===== src/rtl/dfe_pkg.sv =====
package dfe_pkg;
  typedef enum logic [0:0] {
    ST_IDLE = 1'b0,
    ST_RUN  = 1'b1
  } dfe_state_e;
endpackage


===== src/rtl/dfe_ctrl.sv =====
module dfe_ctrl
  import dfe_pkg::*;
#(
  parameter int W = 8
) (
  input  logic                  clk,
  input  logic                  rst_n,
  input  logic                  in_valid,
  output logic                  in_ready,
  output logic                  accept,
  output logic                  run,
  output logic                  first,
  output logic                  last,
  output logic [$clog2(W)-1:0]  bit_idx,
  output logic                  dec_valid
);
  localparam int BW = $clog2(W);
  localparam logic [BW-1:0] TOP_BIT = BW'(W - 1);

  dfe_state_e    state_q, state_d;
  logic [BW-1:0] cnt_q, cnt_d;
  logic          dval_q, dval_d;

  always_comb begin
    state_d = state_q;
    cnt_d   = cnt_q;
    case (state_q)
      ST_IDLE: begin
        if (in_valid) begin
          state_d = ST_RUN;
          cnt_d   = TOP_BIT;
        end
      end
      default: begin
        if (cnt_q == '0) state_d = ST_IDLE;
        else             cnt_d   = cnt_q - 1'b1;
      end
    endcase
    dval_d = (state_q == ST_RUN) && (cnt_q == '0);
  end

  always_ff @(posedge clk or negedge rst_n) begin
    if (!rst_n) begin
      state_q <= ST_IDLE;
      cnt_q   <= '0;
      dval_q  <= 1'b0;
    end else begin
      state_q <= state_d;
      cnt_q   <= cnt_d;
      dval_q  <= dval_d;
    end
  end

  assign in_ready  = (state_q == ST_IDLE);
  assign accept    = in_ready && in_valid;
  assign run       = (state_q == ST_RUN);
  assign first     = run && (cnt_q == TOP_BIT);
  assign last      = run && (cnt_q == '0);
  assign bit_idx   = cnt_q;
  assign dec_valid = dval_q;

  // an accepted sample starts a busy pass
  p_accept_busy_r2: assert property (@(posedge clk) disable iff (!rst_n)
    accept |=> !in_ready);
  // the strobe lasts one cycle and coincides with readiness
  p_strobe_once_r3: assert property (@(posedge clk) disable iff (!rst_n)
    dec_valid |=> !dec_valid);
  p_strobe_ready_r3: assert property (@(posedge clk) disable iff (!rst_n)
    dec_valid |-> in_ready);
endmodule


===== src/rtl/dfe_da_filter.sv =====
module dfe_da_filter #(
  parameter int TAPS = 4,
  parameter int W    = 8,
  parameter int CW   = 8,
  parameter int AW   = 20,
  parameter logic [TAPS*CW-1:0] COEF = '0
) (
  input  logic                 clk,
  input  logic                 rst_n,
  input  logic                 load_en,
  input  logic [W-1:0]         load_word,
  input  logic                 run,
  input  logic                 first,
  input  logic [$clog2(W)-1:0] bit_idx,
  output logic signed [AW-1:0] acc_nxt,
  output logic [W-1:0]         head
);
  logic [W-1:0]          bank_q [TAPS];
  logic [W-1:0]          bank_d [TAPS];
  logic signed [CW-1:0]  pick   [TAPS];
  logic signed [AW-1:0]  psum;
  logic signed [AW-1:0]  acc_q;

  // coefficient-or-zero selector per tap, driven by the current bit plane
  for (genvar k = 0; k < TAPS; k++) begin : g_sel
    localparam logic signed [CW-1:0] CK = COEF[k*CW +: CW];
    assign pick[k] = bank_q[k][bit_idx] ? CK : '0;
  end

  always_comb begin
    psum = '0;
    for (int k = 0; k < TAPS; k++)
      psum = psum + {{(AW-CW){pick[k][CW-1]}}, pick[k]};
  end

  // sign-bit plane first: it carries negative weight
  assign acc_nxt = first ? -psum : (acc_q <<< 1) + psum;

  always_comb begin
    for (int k = 0; k < TAPS; k++) bank_d[k] = bank_q[k];
    if (load_en) begin
      bank_d[0] = load_word;
      for (int k = 1; k < TAPS; k++) bank_d[k] = bank_q[k-1];
    end
  end

  always_ff @(posedge clk or negedge rst_n) begin
    if (!rst_n) begin
      for (int k = 0; k < TAPS; k++) bank_q[k] <= '0;
      acc_q <= '0;
    end else begin
      for (int k = 0; k < TAPS; k++) bank_q[k] <= bank_d[k];
      if (run) acc_q <= acc_nxt;
    end
  end

  assign head = bank_q[0];

  // without a load the newest entry keeps its value
  p_hold_head_r4: assert property (@(posedge clk) disable iff (!rst_n)
    !load_en |=> $stable(bank_q[0]));
  if (TAPS > 1) begin : g_shift_chk
    // a load moves the older entries one tap down
    p_shift_line_r5: assert property (@(posedge clk) disable iff (!rst_n)
      load_en |=> bank_q[1] == $past(bank_q[0]));
  end
endmodule


===== src/rtl/dfe_slicer.sv =====
module dfe_slicer #(
  parameter int W  = 8,
  parameter int AW = 20
) (
  input  logic                 clk,
  input  logic                 rst_n,
  input  logic                 decide,
  input  logic signed [AW-1:0] ff_val,
  input  logic signed [AW-1:0] fb_val,
  output logic [W-1:0]         push_word,
  output logic                 dec_symbol
);
  localparam logic [W-1:0] POS_FS = {1'b0, {(W-1){1'b1}}};
  localparam logic [W-1:0] NEG_FS = {1'b1, {(W-2){1'b0}}, 1'b1};

  logic signed [AW:0] diff;
  logic               dec_d, dec_q;

  assign diff      = {ff_val[AW-1], ff_val} - {fb_val[AW-1], fb_val};
  assign dec_d     = decide ? ~diff[AW] : dec_q;
  assign push_word = (~diff[AW]) ? POS_FS : NEG_FS;

  always_ff @(posedge clk or negedge rst_n) begin
    if (!rst_n) dec_q <= 1'b0;
    else        dec_q <= dec_d;
  end

  assign dec_symbol = dec_q;

  // a zero slicer input resolves to +1
  p_tie_plus_r6: assert property (@(posedge clk) disable iff (!rst_n)
    (decide && diff == '0) |=> dec_symbol);
endmodule


===== src/rtl/bpsk_dfe.sv =====
module bpsk_dfe #(
  parameter int W  = 8,
  parameter int CW = 8,
  parameter int NF = 4,
  parameter int NB = 3,
  parameter logic [NF*CW-1:0] FF_COEF = {8'sd0, 8'sd0, 8'sd0, 8'sd16},
  parameter logic [NB*CW-1:0] FB_COEF = {8'sd0, 8'sd2, 8'sd3}
) (
  input  logic         clk,
  input  logic         rst_n,
  input  logic         in_valid,
  input  logic [W-1:0] in_sample,
  output logic         in_ready,
  output logic         dec_valid,
  output logic         dec_symbol
);
  localparam int NMAX = (NF > NB) ? NF : NB;
  localparam int AW   = W + CW + $clog2(NMAX) + 2;
  localparam int BW   = $clog2(W);
  localparam logic [W-1:0] POS_FS = {1'b0, {(W-1){1'b1}}};
  localparam logic [W-1:0] NEG_FS = {1'b1, {(W-2){1'b0}}, 1'b1};

  logic                 accept, run, first, last;
  logic [BW-1:0]        bit_idx;
  logic signed [AW-1:0] ff_nxt, fb_nxt;
  logic [W-1:0]         ff_head, fb_head, push_word;

  dfe_ctrl #(.W(W)) u_ctrl (
    .clk(clk), .rst_n(rst_n), .in_valid(in_valid), .in_ready(in_ready),
    .accept(accept), .run(run), .first(first), .last(last),
    .bit_idx(bit_idx), .dec_valid(dec_valid)
  );

  dfe_da_filter #(.TAPS(NF), .W(W), .CW(CW), .AW(AW), .COEF(FF_COEF)) u_ff (
    .clk(clk), .rst_n(rst_n), .load_en(accept), .load_word(in_sample),
    .run(run), .first(first), .bit_idx(bit_idx),
    .acc_nxt(ff_nxt), .head(ff_head)
  );

  dfe_da_filter #(.TAPS(NB), .W(W), .CW(CW), .AW(AW), .COEF(FB_COEF)) u_fb (
    .clk(clk), .rst_n(rst_n), .load_en(last), .load_word(push_word),
    .run(run), .first(first), .bit_idx(bit_idx),
    .acc_nxt(fb_nxt), .head(fb_head)
  );

  dfe_slicer #(.W(W), .AW(AW)) u_slice (
    .clk(clk), .rst_n(rst_n), .decide(last),
    .ff_val(ff_nxt), .fb_val(fb_nxt),
    .push_word(push_word), .dec_symbol(dec_symbol)
  );

  // the fed-back word matches the published decision
  p_fb_word_r7: assert property (@(posedge clk) disable iff (!rst_n)
    dec_valid |-> fb_head == (dec_symbol ? POS_FS : NEG_FS));
  // an accepted sample lands in the feedforward line
  p_ff_load_r2: assert property (@(posedge clk) disable iff (!rst_n)
    accept |=> ff_head == $past(in_sample));
endmodule


===== config.mk =====
export PLATFORM = sky130hd
export DESIGN_NAME = bpsk_dfe
export DESIGN_NICKNAME = d
export VERILOG_FILES = /design/src/rtl/dfe_pkg.sv /design/src/rtl/dfe_ctrl.sv /design/src/rtl/dfe_da_filter.sv /design/src/rtl/dfe_slicer.sv /design/src/rtl/bpsk_dfe.sv
export SDC_FILE = /design/constraint.sdc
export NUM_CORES = 1
export LEC_CHECK = 0
export BUFFER_PORTS_ARGS = -buffer_cell sky130_fd_sc_hd__buf_4
export CAP_MARGIN = 15
export CORE_ASPECT_RATIO = 1.4
export CORE_MARGIN = 4
export CORE_UTILIZATION = 24
export DETAILED_ROUTE_END_ITERATION = 16
export GPL_ROUTABILITY_DRIVEN = 1
export PLACE_DENSITY_LB_ADDON = 0.3
export RECOVER_POWER = 50
export SYNTH_ARGS = -nofsm -noshare
export SYNTH_HDL_FRONTEND = slang
export SYNTH_SLANG_ARGS = --single-unit

===== constraint.sdc =====
create_clock -name clk -period 4.92 [get_ports clk]
set_input_delay 0.246 -clock clk [delete_from_list [all_inputs] [get_ports clk]]
set_output_delay 0.246 -clock clk [all_outputs]
set_load 0.01 [all_outputs]

### Word-level counts from Yosys, hierarchy flattened

Index checks and enable logic that the tools add are counted.

| operators by class | value |
|---|---|
| add/subtract/negate cells | 7 |
| magnitude comparators | 1 |
| eq/ne operators | 2 |
| muxes and demuxes | 18 |
| bitwise gates (word level) | 2 |
| reductions and logical operators | 6 |

Operator list:

| operator | number |
|---|---|
| $mux W20 | 2 |
| $sub A20 B20 Y21 | 1 |
| $add A20 B6 Y20 | 1 |
| $add A20 B9 Y20 | 1 |
| $neg A8 Y20 | 1 |
| $neg A9 Y20 | 1 |
| $bmux W1 S3 | 3 |
| $mux W3 | 3 |
| $mux W8 | 1 |
| $mux W1 | 6 |
| $mux W5 | 1 |
| $lt A3 B4 Y1 const B | 1 |
| $mux W2 | 2 |
| $add A2 B2 Y3 | 1 |
| $eq A3 B3 Y1 const B | 1 |
| $logic_and A1 B1 Y1 | 3 |
| $logic_not A3 Y1 | 1 |
| $sub A3 B1 Y3 const B | 1 |
| $ne A2 B2 Y1 const B | 1 |
| $not A1 Y1 | 2 |
| $reduce_and A2 Y1 | 1 |
| $reduce_bool A2 Y1 | 1 |

| storage, ports and cells | value |
|---|---|
| flip-flop bits (word level) | 68 |
| bits of input ports | 11 |
| output and inout port bits | 3 |
| logic and storage cells | 45 |

### Depth between registers and ports, before layout

Gate-level depths: netlist (run 1).

| depth | value |
|---|---|
| word-level depth | 8 |
| gate-level depth with buffers | 19 |
| gate-level depth less buffers | 18 |

### Hierarchy

From an unflattened synthesis (run 1), not the netlist that was laid out.

| unflattened totals | value |
|---|---|
| cell total of the unflattened synthesis | 453 |
| area total of the unflattened synthesis | 4413.0 um2 |

Modules (own cells, without submodules):

| module | instances | cells each | area each (um2) | sequential area each (um2) |
|---|---|---|---|---|
| dfe_da_filter (u_fb) | 1 | 215 | 2187.1 | 875.8 |
| dfe_da_filter (u_ff) | 1 | 128 | 1350.0 | 575.6 |
| dfe_slicer | 1 | 85 | 601.8 | 25.0 |
| dfe_ctrl | 1 | 25 | 274.0 | 125.1 |

### Worst setup path after synthesis (run 1)

No wires, ideal clock.

| path | value |
|---|---|
| path kind | register to register |
| start point | register u_ctrl.cnt_q[0], in the netlist u_ctrl.bit_idx[0] |
| end point | register u_fb.bank_q (netlist bit u_fb.head[6]) |
| library setup time | 0.124 ns |
| arrival | 4.116 ns |
| required time | 4.796 ns |
| setup slack | 0.680 ns |
| stages on the path, launching flop included | 20 |
| path buffers | 1 |
| clock period less this slack | 4.240 ns |
| path through | dfrtp_1 buf_6 or3_1 o32ai_1 nor2_1 inv_1 ha_1 ha_1 fa_1 nand4_1 or3_1 nor3_1 nor3_1 or2_1 ha_1 nand4_1 nor4_1 o211ai_1 and4_1 o31a_1 |

| on the way | value |
|---|---|
| longest elaborated chain between the ends | 8 |
| elaborated cells between the ends (all ways) | 22 |
| those cells by class | 6 x add/sub; 1 x eq/ne; 12 x mux; 3 x reduce/logical |

RTL lines:

| item | RTL line | source |
|---|---|---|
| from (decl) | dfe_ctrl.sv:21 | `logic [BW-1:0] cnt_q, cnt_d;` |
| from (signal assigned) | dfe_ctrl.sv:49 | `cnt_q <= cnt_d;` |
| $bmux W1 S3 | dfe_da_filter.sv:27 | `assign pick[k] = bank_q[k][bit_idx] ? CK : '0;` |
| $mux W1 (not written as such) | dfe_da_filter.sv:27 |  |
| $mux W2 | dfe_da_filter.sv:27 |  |
| $add A2 B2 Y3 | dfe_da_filter.sv:33 | `psum = psum + {{(AW-CW){pick[k][CW-1]}}, pick[k]};` |
| $add A20 B9 Y20 / $neg A9 Y20 (equally long branches) | dfe_da_filter.sv:37 | `assign acc_nxt = first ? -psum : (acc_q <<< 1) + psum;` |
| $mux W20 (*) | dfe_da_filter.sv:37 |  |
| named net fb_nxt[0] | bpsk_dfe.sv:25 | `logic signed [AW-1:0] ff_nxt, fb_nxt;` |
| $sub A20 B20 Y21 (*) | dfe_slicer.sv:19 | `assign diff = {ff_val[AW-1], ff_val} - {fb_val[AW-1], fb_val};` |
| $mux W8 (*) | dfe_slicer.sv:21 | `assign push_word = (~diff[AW]) ? POS_FS : NEG_FS;` |
| to (decl) | dfe_da_filter.sv:18 | `logic [W-1:0] bank_q [TAPS];` |

Mark *: on every way through the listed nets, which the timed path passes. The rest lies on a longest branch. The select of a mux whose other input is x is not followed.
A chain may end at the register's enable or synchronous reset.

### Worst setup path in the final report (run 1)

| path | value |
|---|---|
| start point | register u_ctrl.cnt_q[2], in the netlist u_ctrl.bit_idx[2] |
| end point | register u_fb.bank_q (netlist bit u_fb.head[6]) |

Same word-level chain as after synthesis.

==> impl_results.html, run 1 <==
<table>
<tr><th>Metric</th><th>Value</th></tr>
<tr><th colspan="2">Detailed routing</th></tr>
<tr><td>Drt wl/cell</td><td>14.1 um</td></tr>
<tr><td>Total length of routed wires</td><td>7500 um</td></tr>
<tr><td>Average via count per standard cell</td><td>4.62</td></tr>
<tr><td>DR DRC count</td><td>0</td></tr>
<tr><td>Number of nets with antenna violations after routing</td><td>0</td></tr>
<tr><td>Initial DRT Pass Iterations</td><td>4</td></tr>
<tr><td>DRT iter0 DRCs</td><td>96</td></tr>
<tr><td>Via count</td><td>2454</td></tr>
<tr><th colspan="2">Die</th></tr>
<tr><td>Die outline height</td><td>149 um</td></tr>
<tr><td>Die outline width</td><td>108 um</td></tr>
<tr><td>Top Ports</td><td>14</td></tr>
<tr><td>Initial Util</td><td>24.4%</td></tr>
<tr><td>DIE AREA</td><td>16100 um^2</td></tr>
<tr><td>Core Box Area</td><td>13900 um^2</td></tr>
<tr><td>Number of cell rows</td><td>51</td></tr>
<tr><th colspan="2">Place</th></tr>
<tr><td>Pre-CTS worst setup slack</td><td>0.383 ns</td></tr>
<tr><td>Detailed-placement wirelength estimate</td><td>5600 um</td></tr>
<tr><td>IO buf count</td><td>13</td></tr>
<tr><td>Number of cells in the design after placement</td><td>524</td></tr>
<tr><td>Last weighted congestion value of the routability-driven placer</td><td>0.807</td></tr>
<tr><th colspan="2">Setup path</th></tr>
<tr><td>Crit Path Class</td><td>reg2reg</td></tr>
<tr><td>Worst path arrival time</td><td>4.73 ns</td></tr>
<tr><td>End point of the critical path</td><td>u_fb.head[6]</td></tr>
<tr><td>Required time of the worst setup path</td><td>5.11 ns</td></tr>
<tr><td>Number of cells on the worst reg-to-reg path</td><td>19</td></tr>
<tr><td>Internal reg-to-reg setup slack</td><td>0.38 ns</td></tr>
<tr><td>Critical R2R Capture</td><td>u_fb.head[6]</td></tr>
<tr><td>Critical R2R Launch</td><td>u_ctrl.bit_idx[2]</td></tr>
<tr><td>Critical-path maximum fanout</td><td>8</td></tr>
<tr><td>Worst setup EP type</td><td>flip-flop</td></tr>
<tr><td>CP Launch Type</td><td>flip-flop</td></tr>
<tr><td>Setup crit start</td><td>u_ctrl.bit_idx[2]</td></tr>
<tr><th colspan="2">Global route</th></tr>
<tr><td>Maximum number of pins on one net before global-route repair</td><td>54</td></tr>
<tr><td>Global-route track usage on met3</td><td>1.69%</td></tr>
<tr><td>Layer with the highest usage</td><td>met2</td></tr>
<tr><td>Total overflow reported by the global router</td><td>0</td></tr>
<tr><td>Met1 demand-to-capacity share in global routing</td><td>11.9%</td></tr>
<tr><td>Number of antenna violations at the first check in global routing</td><td>0</td></tr>
<tr><td>Wire length of the first global-routing pass</td><td>13000 um</td></tr>
<tr><td>Met2 routing resource usage after global routing</td><td>18.9%</td></tr>
<tr><td>Vias in the first global route</td><td>2589</td></tr>
<tr><td>Total global routing track utilization</td><td>10.2%</td></tr>
<tr><th colspan="2">STA</th></tr>
<tr><td>Skew final</td><td>0.00647 ns</td></tr>
<tr><td>Tmin final</td><td>4.54 ns</td></tr>
<tr><td>Slew at the pin closest to its max-slew limit</td><td>2.92 ns</td></tr>
<tr><td>Final Hold Fails</td><td>0</td></tr>
<tr><td>Final sum of negative setup slack</td><td>0 ns</td></tr>
<tr><td>Tcrit/Tclk final</td><td>92.3%</td></tr>
<tr><td>Final worst-path setup slack</td><td>0.380 ns</td></tr>
<tr><td>Fin. max-slew vios</td><td>54</td></tr>
<tr><td>Final setup violation count</td><td>0</td></tr>
<tr><td>Hold Worst Slack</td><td>0.178 ns</td></tr>
<tr><td>Peak clock frequency supported by timing</td><td>0.220 GHz</td></tr>
<tr><td>Slew margin rel.</td><td>-94.5%</td></tr>
<tr><td>RSZ-0062 raised after global routing</td><td>false</td></tr>
<tr><th colspan="2">Cells and area</th></tr>
<tr><td>Layout net count</td><td>381</td></tr>
<tr><td>Inserted Diodes</td><td>0</td></tr>
<tr><td>Count of placed standard cells in the final layout, fillers left out</td><td>531</td></tr>
<tr><td>Area growth from synthesis to layout</td><td>12.4%</td></tr>
<tr><td>Share of cells above drive strength 1</td><td>17.6%</td></tr>
<tr><th colspan="2">Clock tree</th></tr>
<tr><td>Clock tree buffer depth</td><td>2</td></tr>
<tr><td>Clock tree from TritonCTS</td><td>built</td></tr>
<tr><td>CTS clk-pin slew, worst paths</td><td>0.07 ns</td></tr>
<tr><td>Number of buffers inserted to repair setup after CTS</td><td>0</td></tr>
<tr><td>Total CTS buffers</td><td>5</td></tr>
<tr><td>Later-pin clock latency in the skew report</td><td>0.29 ns</td></tr>
<tr><td>Clock H-tree levels</td><td>2</td></tr>
<tr><td>Post_cts resized</td><td>0</td></tr>
<tr><td>Number of buffers added to fix hold violations after cts</td><td>0</td></tr>
<tr><td>Cell at the root of the clock tree</td><td>sky130_fd_sc_hd__clkbuf_16</td></tr>
<tr><td>Sinks on Clock Net</td><td>53</td></tr>
<tr><th colspan="2">Yosys</th></tr>
<tr><td>Number of distinct library cells after synthesis</td><td>51</td></tr>
<tr><td>Seq cells post-synth</td><td>53</td></tr>
<tr><td>Total nets after synthesis</td><td>373</td></tr>
<tr><td>Synthesized instance count</td><td>338</td></tr>
<tr><td>Most used flip-flop cell after synthesis</td><td>sky130_fd_sc_hd__dfrtp_1</td></tr>
<tr><td>Post-Synthesis Mean Instance Area</td><td>10.0 um^2</td></tr>
<tr><td>Count of warnings emitted by yosys</td><td>0</td></tr>
<tr><td>EDFF count, synth</td><td>0</td></tr>
<tr><td>Fraction of registers with async set/reset</td><td>100%</td></tr>
<tr><td>Post-synthesis cell area</td><td>3390 um^2</td></tr>
<tr><td>Part of the Yosys area used for sequential elements</td><td>39.1%</td></tr>
<tr><th colspan="2">Status</th></tr>
<tr><td>Failing checks</td><td>max-capacitance violations, max-slew violations</td></tr>
<tr><td>Outcome</td><td>finished, violations left</td></tr>
<tr><th colspan="2">Worst hold path</th></tr>
<tr><td>Class of the tightest hold or removal check</td><td>in2reg</td></tr>
<tr><th colspan="2">Job</th></tr>
<tr><td>Number of max-cap violations</td><td>1</td></tr>
</table>
-- cell type report --
type | count | area (um^2)
inverters | 14 | 52.6
well taps | 185 | 231
repair buffers | 20 | 143
clock buffers | 5 | 125
clock inverters | 2 | 16.3
multi-input cells | 252 | 1920
flip-flops and latches | 53 | 1330
fillers | 1519 | 10100
-- metrics by stage --
stage / util [%] / area (um^2)
final: 27.4 / 3810
after CTS: 27.5 / 3820
after global routing: 27.4 / 3810
after floorplan: - / 3390
after global placement: 26.4 / 3680
after detailed placement: 26.4 / 3680
-- critical path: stages, from the launching register on --
cell and delay, ns:
sky130_fd_sc_hd__dfrtp_1 0.45, sky130_fd_sc_hd__buf_4 0.20, sky130_fd_sc_hd__nand3b_1 0.08, sky130_fd_sc_hd__a21oi_1 0.12, sky130_fd_sc_hd__nor2_1 0.20, sky130_fd_sc_hd__inv_1 0.07
sky130_fd_sc_hd__ha_1 0.32, sky130_fd_sc_hd__ha_1 0.19, sky130_fd_sc_hd__fa_1 0.25, sky130_fd_sc_hd__nand4_1 0.23, sky130_fd_sc_hd__or3_1 0.44, sky130_fd_sc_hd__nor3_1 0.18
sky130_fd_sc_hd__nor3_1 0.09, sky130_fd_sc_hd__or2_1 0.22, sky130_fd_sc_hd__ha_1 0.29, sky130_fd_sc_hd__nand4_1 0.16, sky130_fd_sc_hd__nor4_1 0.33, sky130_fd_sc_hd__o211ai_1 0.15
sky130_fd_sc_hd__and4_1 0.24, sky130_fd_sc_hd__o31a_1 0.23
-- registers in the layout, indices dropped and copies added, names as in the netlist --
name,count
u_fb.bank_q,3
u_ctrl.bit_idx,3
u_ctrl.dec_valid,1
u_ff.acc_q,15
u_fb.acc_q,19
u_ctrl.run,1
u_fb.head,3
u_ff.head,8
-- cells in the final DEF (no fill, tap or decap), drive strengths merged, types with 5 or more instances in the layout --
| cell | count |
|---|---|
| xnor2 | 9 |
| or2 | 6 |
| a31o | 8 |
| dfrtp | 53 |
| o21ai | 13 |
| or3 | 5 |
| nor2 | 12 |
| a21o | 6 |
| inv | 14 |
| nand3 | 10 |
| nor3 | 5 |
| clkbuf | 7 |
| o21a | 16 |
| nor2b | 8 |
| nand4 | 7 |
| and3 | 5 |
| buf | 18 |
| a31oi | 6 |
| nand2 | 40 |
| a21oi | 18 |
| mux2 | 24 |
| ha | 23 |
-- cell families (layout without fill, tap and decap cells) --
logic type	count (synthesis)	count (layout)	synth area share, %
and+or+nand+nor	110	110	17.2
AOI/OAI and AO/OA	82	82	17.0
DFF	53	53	39.1
buffers and inverters	33	41	4.39
muxes	27	27	11.0
adders and majority gates	24	24	9.07
xor gates and xnor gates	9	9	2.32
-- layer usage --
layer | wire, um | vias up
li1 | - | 1237
met1 | 3230 | 1190
met2 | 4030 | 20
met3 | 132 | 7
met4 | 103 | 0
met5 | 0 | -
-- worst min path at each step --
stage               slack [ns]    startpoint  depth (start not counted)           endpoint
floorplan                -0.05         rst_n                          0  u_ctrl.bit_idx[0]
global placement          0.35         rst_n                          1     u_ff.acc_q[12]
detailed placement        0.36         rst_n                          1     u_ff.acc_q[12]
CTS                       0.03         rst_n                          1      u_ff.acc_q[9]
global route              0.17  in_sample[1]                          2       u_ff.head[1]
finish                    0.18  in_sample[6]                          2       u_ff.head[6]
-- synthesized netlist by cell type, types with 7 or more instances --
master	n	area (um^2)
sky130_fd_sc_hd__clkbuf_1	11	41.3
sky130_fd_sc_hd__nand2_1	39	146
sky130_fd_sc_hd__nor2b_1	8	50.1
sky130_fd_sc_hd__mux2_4	9	135
sky130_fd_sc_hd__a31o_1	7	61.3
sky130_fd_sc_hd__a21oi_1	18	90.1
sky130_fd_sc_hd__xnor2_1	9	78.8
sky130_fd_sc_hd__dfrtp_1	53	1330
sky130_fd_sc_hd__nand4_1	7	43.8
sky130_fd_sc_hd__inv_1	14	52.6
sky130_fd_sc_hd__ha_1	23	288
sky130_fd_sc_hd__o21ai_0	9	45.0
sky130_fd_sc_hd__mux2_2	15	169
sky130_fd_sc_hd__nor2_1	12	45.0
sky130_fd_sc_hd__nand3_1	8	40.0
sky130_fd_sc_hd__o21a_1	13	97.6
Power of run 1 is left out: the tool's default activity adds up to more than one toggle a clock period on the data nets, which glitch-free logic cannot reach.
==> run 2, diff against run 1 <==
REMOVE_ABC_BUFFERS = 1   (was not set)
==> impl_results.html, run 2 (synthesis results as in run 1) <==
<table>
<tr><th>Metric</th><th>Value</th></tr>
<tr><th colspan="2">STA</th></tr>
<tr><td>Tcrit/Tclk final</td><td>91.5% (-0.74 points)</td></tr>
<tr><td>Final setup violation count</td><td>0 (unchanged)</td></tr>
<tr><td>RSZ-0062 raised after global routing</td><td>false</td></tr>
<tr><td>Slew margin rel.</td><td>-93.8% (+0.64 points)</td></tr>
<tr><td>Fin. max-slew vios</td><td>54 (unchanged)</td></tr>
<tr><td>Final sum of negative setup slack</td><td>0 ns (unchanged)</td></tr>
<tr><td>Peak clock frequency supported by timing</td><td>0.222 GHz (+0.81%)</td></tr>
<tr><td>Final Hold Fails</td><td>0 (unchanged)</td></tr>
<tr><td>Skew final</td><td>0.00335 ns (-0.00312 ns)</td></tr>
<tr><td>Tmin final</td><td>4.50 ns (-0.0365 ns)</td></tr>
<tr><td>Slew at the pin closest to its max-slew limit</td><td>2.91 ns (-0.00963 ns)</td></tr>
<tr><th colspan="2">Place</th></tr>
<tr><td>Detailed-placement wirelength estimate</td><td>5510 um (-1.6%)</td></tr>
<tr><td>IO buf count</td><td>13 (unchanged)</td></tr>
<tr><td>Number of cells in the design after placement</td><td>523 (-0.19%)</td></tr>
<tr><td>Last weighted congestion value of the routability-driven placer</td><td>0.796 (-1.4%)</td></tr>
<tr><td>Area after DPL</td><td>3670 um^2 (-0.20%)</td></tr>
<tr><th colspan="2">Detailed routing</th></tr>
<tr><td>DRT iter0 DRCs</td><td>136 (+42%)</td></tr>
<tr><td>Initial DRT Pass Iterations</td><td>4 (unchanged)</td></tr>
<tr><td>Drt wl/cell</td><td>14.3 um (+1.0%)</td></tr>
<tr><td>Average via count per standard cell</td><td>4.74 (+2.6%)</td></tr>
<tr><td>Total length of routed wires</td><td>7590 um (+1.2%)</td></tr>
<tr><td>Via count</td><td>2523 (+2.8%)</td></tr>
<tr><td>DR DRC count</td><td>0 (unchanged)</td></tr>
<tr><td>Number of nets with antenna violations after routing</td><td>0 (unchanged)</td></tr>
<tr><th colspan="2">Cells and area</th></tr>
<tr><td>Final std cell area, no fill</td><td>3860 um^2 (+1.2%)</td></tr>
<tr><td>Share of cells above drive strength 1</td><td>18.7% (+1.1 points)</td></tr>
<tr><td>Number of flip-flops in the largest register</td><td>19 (unchanged)</td></tr>
<tr><td>Largest register by flop count</td><td>u_fb.acc_q</td></tr>
<tr><td>Most frequent cells in the layout</td><td>sky130_fd_sc_hd__dfrtp_1, sky130_fd_sc_hd__nand2_1, sky130_fd_sc_hd__ha_1</td></tr>
<tr><td>Final core utilization</td><td>27.7% (+0.33 points)</td></tr>
<tr><td>Most common cell after layout, fill and taps aside</td><td>sky130_fd_sc_hd__dfrtp_1</td></tr>
<tr><td>Area growth from synthesis to layout</td><td>13.7%</td></tr>
<tr><td>Layout net count</td><td>381 (unchanged)</td></tr>
<tr><td>Count of placed standard cells in the final layout, fillers left out</td><td>532 (+0.19%)</td></tr>
<tr><td>Inserted Diodes</td><td>0 (unchanged)</td></tr>
<tr><th colspan="2">Clock tree</th></tr>
<tr><td>Clock tree from TritonCTS</td><td>built</td></tr>
<tr><td>Later-pin clock latency in the skew report</td><td>0.30 ns (about the same)</td></tr>
<tr><td>Clock H-tree levels</td><td>2 (unchanged)</td></tr>
<tr><td>Sinks on Clock Net</td><td>53 (unchanged)</td></tr>
<tr><td>CTS clk-pin slew, worst paths</td><td>0.08 ns (about the same)</td></tr>
<tr><td>Clock tree buffer depth</td><td>2 (unchanged)</td></tr>
<tr><td>Cell at the root of the clock tree</td><td>sky130_fd_sc_hd__clkbuf_16</td></tr>
<tr><td>Total CTS buffers</td><td>5 (unchanged)</td></tr>
<tr><th colspan="2">Setup path</th></tr>
<tr><td>Critical-path maximum fanout</td><td>8 (unchanged)</td></tr>
<tr><td>Critical R2R Launch</td><td>u_ctrl.bit_idx[2]</td></tr>
<tr><td>Required time of the worst setup path</td><td>5.11 ns (about the same)</td></tr>
<tr><td>Most numerous cell on the critical path</td><td>sky130_fd_sc_hd__ha_1</td></tr>
<tr><td>Maximum cell stage delay along the critical path</td><td>0.45 ns (about the same)</td></tr>
<tr><td>Critical path's slowest cell</td><td>sky130_fd_sc_hd__or3_1</td></tr>
<tr><td>Kind of cell adding the most delay to the critical path</td><td>simple AND/OR/NAND/NOR gates</td></tr>
<tr><td>Worst path arrival time</td><td>4.69 ns (-0.04 ns)</td></tr>
<tr><td>Number of cells on the worst reg-to-reg path</td><td>18 (-1)</td></tr>
<tr><td>Total buffers and inverters traversed by the critical path</td><td>1 (-1)</td></tr>
<tr><td>CP Launch Type</td><td>flip-flop</td></tr>
<tr><td>Cell-by-cell listing of the critical path</td><td>or3_1, o32ai_4, nor2_1, inv_1, ha_1, ha_1, fa_1, nand4_1, or3_1, nor3_1, nor3_1, or2_1, ha_1, nand4_1, nor4_2, o211ai_1, and4_1, o31a_1</td></tr>
<tr><td>Critical R2R Capture</td><td>u_fb.head[6]</td></tr>
<tr><td>Internal reg-to-reg setup slack</td><td>0.42 ns (+0.04 ns)</td></tr>
<tr><td>Worst setup EP type</td><td>flip-flop</td></tr>
<tr><td>Crit Path Class</td><td>reg2reg</td></tr>
<tr><th colspan="2">Global route</th></tr>
<tr><td>Maximum number of pins on one net before global-route repair</td><td>54 (unchanged)</td></tr>
<tr><td>Number of antenna violations at the first check in global routing</td><td>0 (unchanged)</td></tr>
<tr><td>Total overflow reported by the global router</td><td>0 (unchanged)</td></tr>
<tr><td>Total global routing track utilization</td><td>10.1% (-0.092 points)</td></tr>
<tr><td>Wire length of the first global-routing pass</td><td>12900 um (-0.32%)</td></tr>
<tr><td>Vias in the first global route</td><td>2601 (+0.46%)</td></tr>
<tr><th colspan="2">Worst hold path</th></tr>
<tr><td>Hold Path Depth</td><td>2 (unchanged)</td></tr>
<tr><td>Worst hold start</td><td>in_sample[2]</td></tr>
<tr><td>Destination of the worst hold path</td><td>u_ff.head[2]</td></tr>
<tr><td>Class of the tightest hold or removal check</td><td>in2reg</td></tr>
<tr><th colspan="2">Status</th></tr>
<tr><td>Outcome</td><td>finished, violations left</td></tr>
<tr><td>Failing checks</td><td>max-capacitance violations, max-slew violations</td></tr>
<tr><th colspan="2">Die</th></tr>
<tr><td>Number of cell rows</td><td>51 (unchanged)</td></tr>
<tr><td>DIE AREA</td><td>16100 um^2 (unchanged)</td></tr>
<tr><td>Top Ports</td><td>14 (unchanged)</td></tr>
<tr><td>Initial Util</td><td>24.4% (unchanged)</td></tr>
<tr><td>Die outline width</td><td>108 um (unchanged)</td></tr>
<tr><td>Core Box Area</td><td>13900 um^2 (unchanged)</td></tr>
<tr><td>Die outline height</td><td>149 um (unchanged)</td></tr>
<tr><th colspan="2">Job</th></tr>
<tr><td>Number of max-cap violations</td><td>1 (unchanged)</td></tr>
</table>
run 2: layout make-up:
class                           instances  area, um^2
Clock buffer                            6         139
Tap cell                              185         231
Timing Repair Buffer                   20         143
Sequential cell                        53        1330
Inverter                               14        52.6
Multi-Input combinational cell        252        1950
Clock inverter                          2        17.5
Fill cell                            1512       10100
run 2: worst max-delay path by stage:
stage / start / end / slack [ns] / cells past startpoint
after CTS: u_ctrl.bit_idx[2] / u_fb.head[6] / 0.19 / 18
after global placement: u_ctrl.bit_idx[2] / u_fb.head[6] / 0.41 / 18
final: u_ctrl.bit_idx[2] / u_fb.head[6] / 0.42 / 18
after global routing: u_ctrl.bit_idx[2] / u_fb.head[6] / 0.01 / 18
after detailed placement: u_ctrl.bit_idx[2] / u_fb.head[6] / 0.22 / 18
after floorplan: u_ctrl.bit_idx[2] / u_fb.head[6] / 0.62 / 18
run 2: stage by stage:
step | setup WS (ns) | hold slack, ns
after floorplan | 0.622 | -0.0496
after global placement | 0.408 | 0.344
after detailed placement | 0.215 | 0.346
after CTS | 0.187 | 0.0162
after global routing | 0.0146 | 0.172
final | 0.416 | 0.173
run 2: timing repair:
| item | in CTS | in global routing |
|---|---|---|
| hold buffers | 0 | 0 |
| setup buffers | 0 | 1 |
| endpoints found under the setup margin | 0 | 2 |
| hold endpoints to repair | 0 | 0 |
| gates resized for setup | 0 | 4 |
run 2: routing by layer:
layer | wire (um) | GRT usage, % | up-vias
met3 | 184 | 1.48 | 10
met5 | 0 | 0 | -
li1 | - | - | 1234
met1 | 3240 | 11.9 | 1233
met2 | 4020 | 18.3 | 46
met4 | 142 | 3.73 | 0
Power of run 2 is left out for the same reason.
==> run 3, diff against run 2 <==
RECOVER_POWER = 25   (was 50)
==> impl_results.html, run 3 (synthesis results as in run 1) <==
<table>
<tr><th>Metric</th><th>Value</th></tr>
<tr><th colspan="2">Setup path</th></tr>
<tr><td>Worst path arrival time</td><td>4.69 ns (about the same)</td></tr>
<tr><td>CP Launch Type</td><td>flip-flop</td></tr>
<tr><td>Worst setup EP type</td><td>flip-flop</td></tr>
<tr><td>Critical-path maximum fanout</td><td>8 (unchanged)</td></tr>
<tr><td>Required time of the worst setup path</td><td>5.11 ns (about the same)</td></tr>
<tr><td>Crit Path Class</td><td>reg2reg</td></tr>
<tr><th colspan="2">Cells and area</th></tr>
<tr><td>Area growth from synthesis to layout</td><td>13.8% (about the same)</td></tr>
<tr><td>Most common cell after layout, fill and taps aside</td><td>sky130_fd_sc_hd__dfrtp_1</td></tr>
<tr><td>Share of cells above drive strength 1</td><td>19.0% (+0.29 points)</td></tr>
<tr><td>Most frequent cells in the layout</td><td>sky130_fd_sc_hd__dfrtp_1, sky130_fd_sc_hd__nand2_1, sky130_fd_sc_hd__ha_1</td></tr>
<tr><td>Layout net count</td><td>381 (unchanged)</td></tr>
<tr><td>Number of flip-flops in the largest register</td><td>19 (unchanged)</td></tr>
<tr><td>Inserted Diodes</td><td>0 (unchanged)</td></tr>
<tr><td>Largest register by flop count</td><td>u_fb.acc_q</td></tr>
<tr><td>Fillers</td><td>1512 (unchanged)</td></tr>
<tr><th colspan="2">Clock tree</th></tr>
<tr><td>Cell at the root of the clock tree</td><td>sky130_fd_sc_hd__clkbuf_16</td></tr>
<tr><td>Total CTS buffers</td><td>5 (unchanged)</td></tr>
<tr><td>Number of buffers added to fix hold violations after cts</td><td>0 (unchanged)</td></tr>
<tr><td>Clock tree buffer depth</td><td>2 (unchanged)</td></tr>
<tr><td>Later-pin clock latency in the skew report</td><td>0.30 ns (about the same)</td></tr>
<tr><td>CTS clk-pin slew, worst paths</td><td>0.08 ns (about the same)</td></tr>
<tr><td>Clock H-tree levels</td><td>2 (unchanged)</td></tr>
<tr><td>Clock tree from TritonCTS</td><td>built</td></tr>
<tr><td>Sinks on Clock Net</td><td>53 (unchanged)</td></tr>
<tr><th colspan="2">Global route</th></tr>
<tr><td>Total overflow reported by the global router</td><td>0 (unchanged)</td></tr>
<tr><td>Total global routing track utilization</td><td>10.1% (unchanged)</td></tr>
<tr><td>Vias in the first global route</td><td>2601 (unchanged)</td></tr>
<tr><td>Wire length of the first global-routing pass</td><td>12900 um (unchanged)</td></tr>
<tr><td>Number of antenna violations at the first check in global routing</td><td>0 (unchanged)</td></tr>
<tr><td>Maximum number of pins on one net before global-route repair</td><td>54 (unchanged)</td></tr>
<tr><th colspan="2">STA</th></tr>
<tr><td>Fin. max-slew vios</td><td>54 (unchanged)</td></tr>
<tr><td>Final setup violation count</td><td>0 (unchanged)</td></tr>
<tr><td>Skew final</td><td>0.00336 ns (+0.00000811 ns)</td></tr>
<tr><td>Tmin final</td><td>4.50 ns (+0.00000100 ns)</td></tr>
<tr><td>Slew at the pin closest to its max-slew limit</td><td>2.91 ns (+0.0000226 ns)</td></tr>
<tr><td>Peak clock frequency supported by timing</td><td>0.222 GHz (unchanged)</td></tr>
<tr><td>Tcrit/Tclk final</td><td>91.5% (about the same)</td></tr>
<tr><td>Slew margin rel.</td><td>-93.8% (about the same)</td></tr>
<tr><td>Final Hold Fails</td><td>0 (unchanged)</td></tr>
<tr><td>RSZ-0062 raised after global routing</td><td>false</td></tr>
<tr><td>Final sum of negative setup slack</td><td>0 ns (unchanged)</td></tr>
<tr><th colspan="2">Detailed routing</th></tr>
<tr><td>Via count</td><td>2523 (unchanged)</td></tr>
<tr><td>Number of nets with antenna violations after routing</td><td>0 (unchanged)</td></tr>
<tr><td>Initial DRT Pass Iterations</td><td>4 (unchanged)</td></tr>
<tr><td>DR DRC count</td><td>0 (unchanged)</td></tr>
<tr><td>Average via count per standard cell</td><td>4.74 (unchanged)</td></tr>
<tr><td>Drt wl/cell</td><td>14.3 um (about the same)</td></tr>
<tr><td>DRT iter0 DRCs</td><td>136 (unchanged)</td></tr>
<tr><td>Total length of routed wires</td><td>7590 um (about the same)</td></tr>
<tr><th colspan="2">Die</th></tr>
<tr><td>DIE AREA</td><td>16100 um^2 (unchanged)</td></tr>
<tr><td>Number of cell rows</td><td>51 (unchanged)</td></tr>
<tr><td>Die outline height</td><td>149 um (unchanged)</td></tr>
<tr><td>Die outline width</td><td>108 um (unchanged)</td></tr>
<tr><td>Initial Util</td><td>24.4% (unchanged)</td></tr>
<tr><td>Core Box Area</td><td>13900 um^2 (unchanged)</td></tr>
<tr><td>Top Ports</td><td>14 (unchanged)</td></tr>
<tr><th colspan="2">Place</th></tr>
<tr><td>Last weighted congestion value of the routability-driven placer</td><td>0.796 (unchanged)</td></tr>
<tr><td>IO buf count</td><td>13 (unchanged)</td></tr>
<tr><td>Detailed-placement wirelength estimate</td><td>5510 um (unchanged)</td></tr>
<tr><th colspan="2">Status</th></tr>
<tr><td>Outcome</td><td>finished, violations left</td></tr>
<tr><td>Failing checks</td><td>max-capacitance violations, max-slew violations</td></tr>
<tr><th colspan="2">Worst hold path</th></tr>
<tr><td>Class of the tightest hold or removal check</td><td>in2reg</td></tr>
<tr><th colspan="2">Job</th></tr>
<tr><td>Number of max-cap violations</td><td>1 (unchanged)</td></tr>
</table>
==> run 3: cell count changes in the layout (fill, tap and decap cells not counted) <==
cell	delta
sky130_fd_sc_hd__clkbuf_1	-1
sky130_fd_sc_hd__buf_4	+1
==> run 3: what timing repair did <==
action                     CTS  global route
resized for setup            0             4
buffers inserted             0             1
setup endpoints to repair    0             2
==> run 3: worst paths after layout <==
path / start / end / slack, ns / cells past startpoint
hold / removal: in_sample[2] / u_ff.head[2] / 0.17 / 2
min in group asynchronous: rst_n / u_ff.acc_q[12] / 0.88 / 1
setup / recovery: u_ctrl.bit_idx[2] / u_fb.head[6] / 0.42 / 18
setup reg to reg: u_ctrl.bit_idx[2] / u_fb.head[6] / 0.42 / 18
hold reg to reg: u_fb.bank_q[15] / u_fb.bank_q[15] / 0.48 / 2
max in group asynchronous: rst_n / u_ff.acc_q[6] / 2.40 / 1
==> run 3: final cells by class <==
| cell class | instances | area (um^2) | area share (%) |
|---|---|---|---|
| flip-flops and latches | 53 | 1330 | 34.3 |
| clock inverters | 2 | 17.5 | 0.454 |
| multi-input cells | 252 | 1950 | 50.5 |
| repair buffers | 20 | 146 | 3.79 |
| well taps | 185 | 231 | 5.99 |
| clock buffers | 6 | 139 | 3.60 |
| inverters | 14 | 52.6 | 1.36 |
==> run 3: routing by layer <==
| metal | global-route usage, % | up-vias | part of all wire (%) |
|---|---|---|---|
| met1 | 11.9 | 1233 | 43 |
| met4 | 3.73 | 0 | 1.9 |
| met5 | 0 | - | 0 |
| met3 | 1.48 | 10 | 2.4 |
| li1 | - | 1234 | - |
| met2 | 18.3 | 46 | 53 |
==> run 3: stage by stage <==
step           cell area, um^2  instances  hold WS (ns)  utilization (%)  setup slack (ns)
2_1_floorplan             3300        319       -0.0496                -             0.622
3_3_place_gp              3670        523         0.344             26.4             0.408
3_5_place_dp              3670        523         0.346             26.4             0.215
4_1_cts                   3830        531        0.0162             27.5             0.187
5_1_grt                   3860        532         0.172             27.8            0.0146
6_report                  3860        532         0.173             27.8             0.416
==> run 3: worst max-delay path, stage by stage (launching register included) <==
cell	delay, ns
sky130_fd_sc_hd__dfrtp_1	0.44
sky130_fd_sc_hd__or3_1	0.45
sky130_fd_sc_hd__o32ai_4	0.17
sky130_fd_sc_hd__nor2_1	0.11
sky130_fd_sc_hd__inv_1	0.07
sky130_fd_sc_hd__ha_1	0.17
sky130_fd_sc_hd__ha_1	0.19
sky130_fd_sc_hd__fa_1	0.26
sky130_fd_sc_hd__nand4_1	0.23
sky130_fd_sc_hd__or3_1	0.45
sky130_fd_sc_hd__nor3_1	0.18
sky130_fd_sc_hd__nor3_1	0.09
sky130_fd_sc_hd__or2_1	0.23
sky130_fd_sc_hd__ha_1	0.29
sky130_fd_sc_hd__nand4_1	0.18
sky130_fd_sc_hd__nor4_2	0.21
sky130_fd_sc_hd__o211ai_1	0.16
sky130_fd_sc_hd__and4_1	0.25
sky130_fd_sc_hd__o31a_1	0.24
Power of run 3 is left out for the same reason.
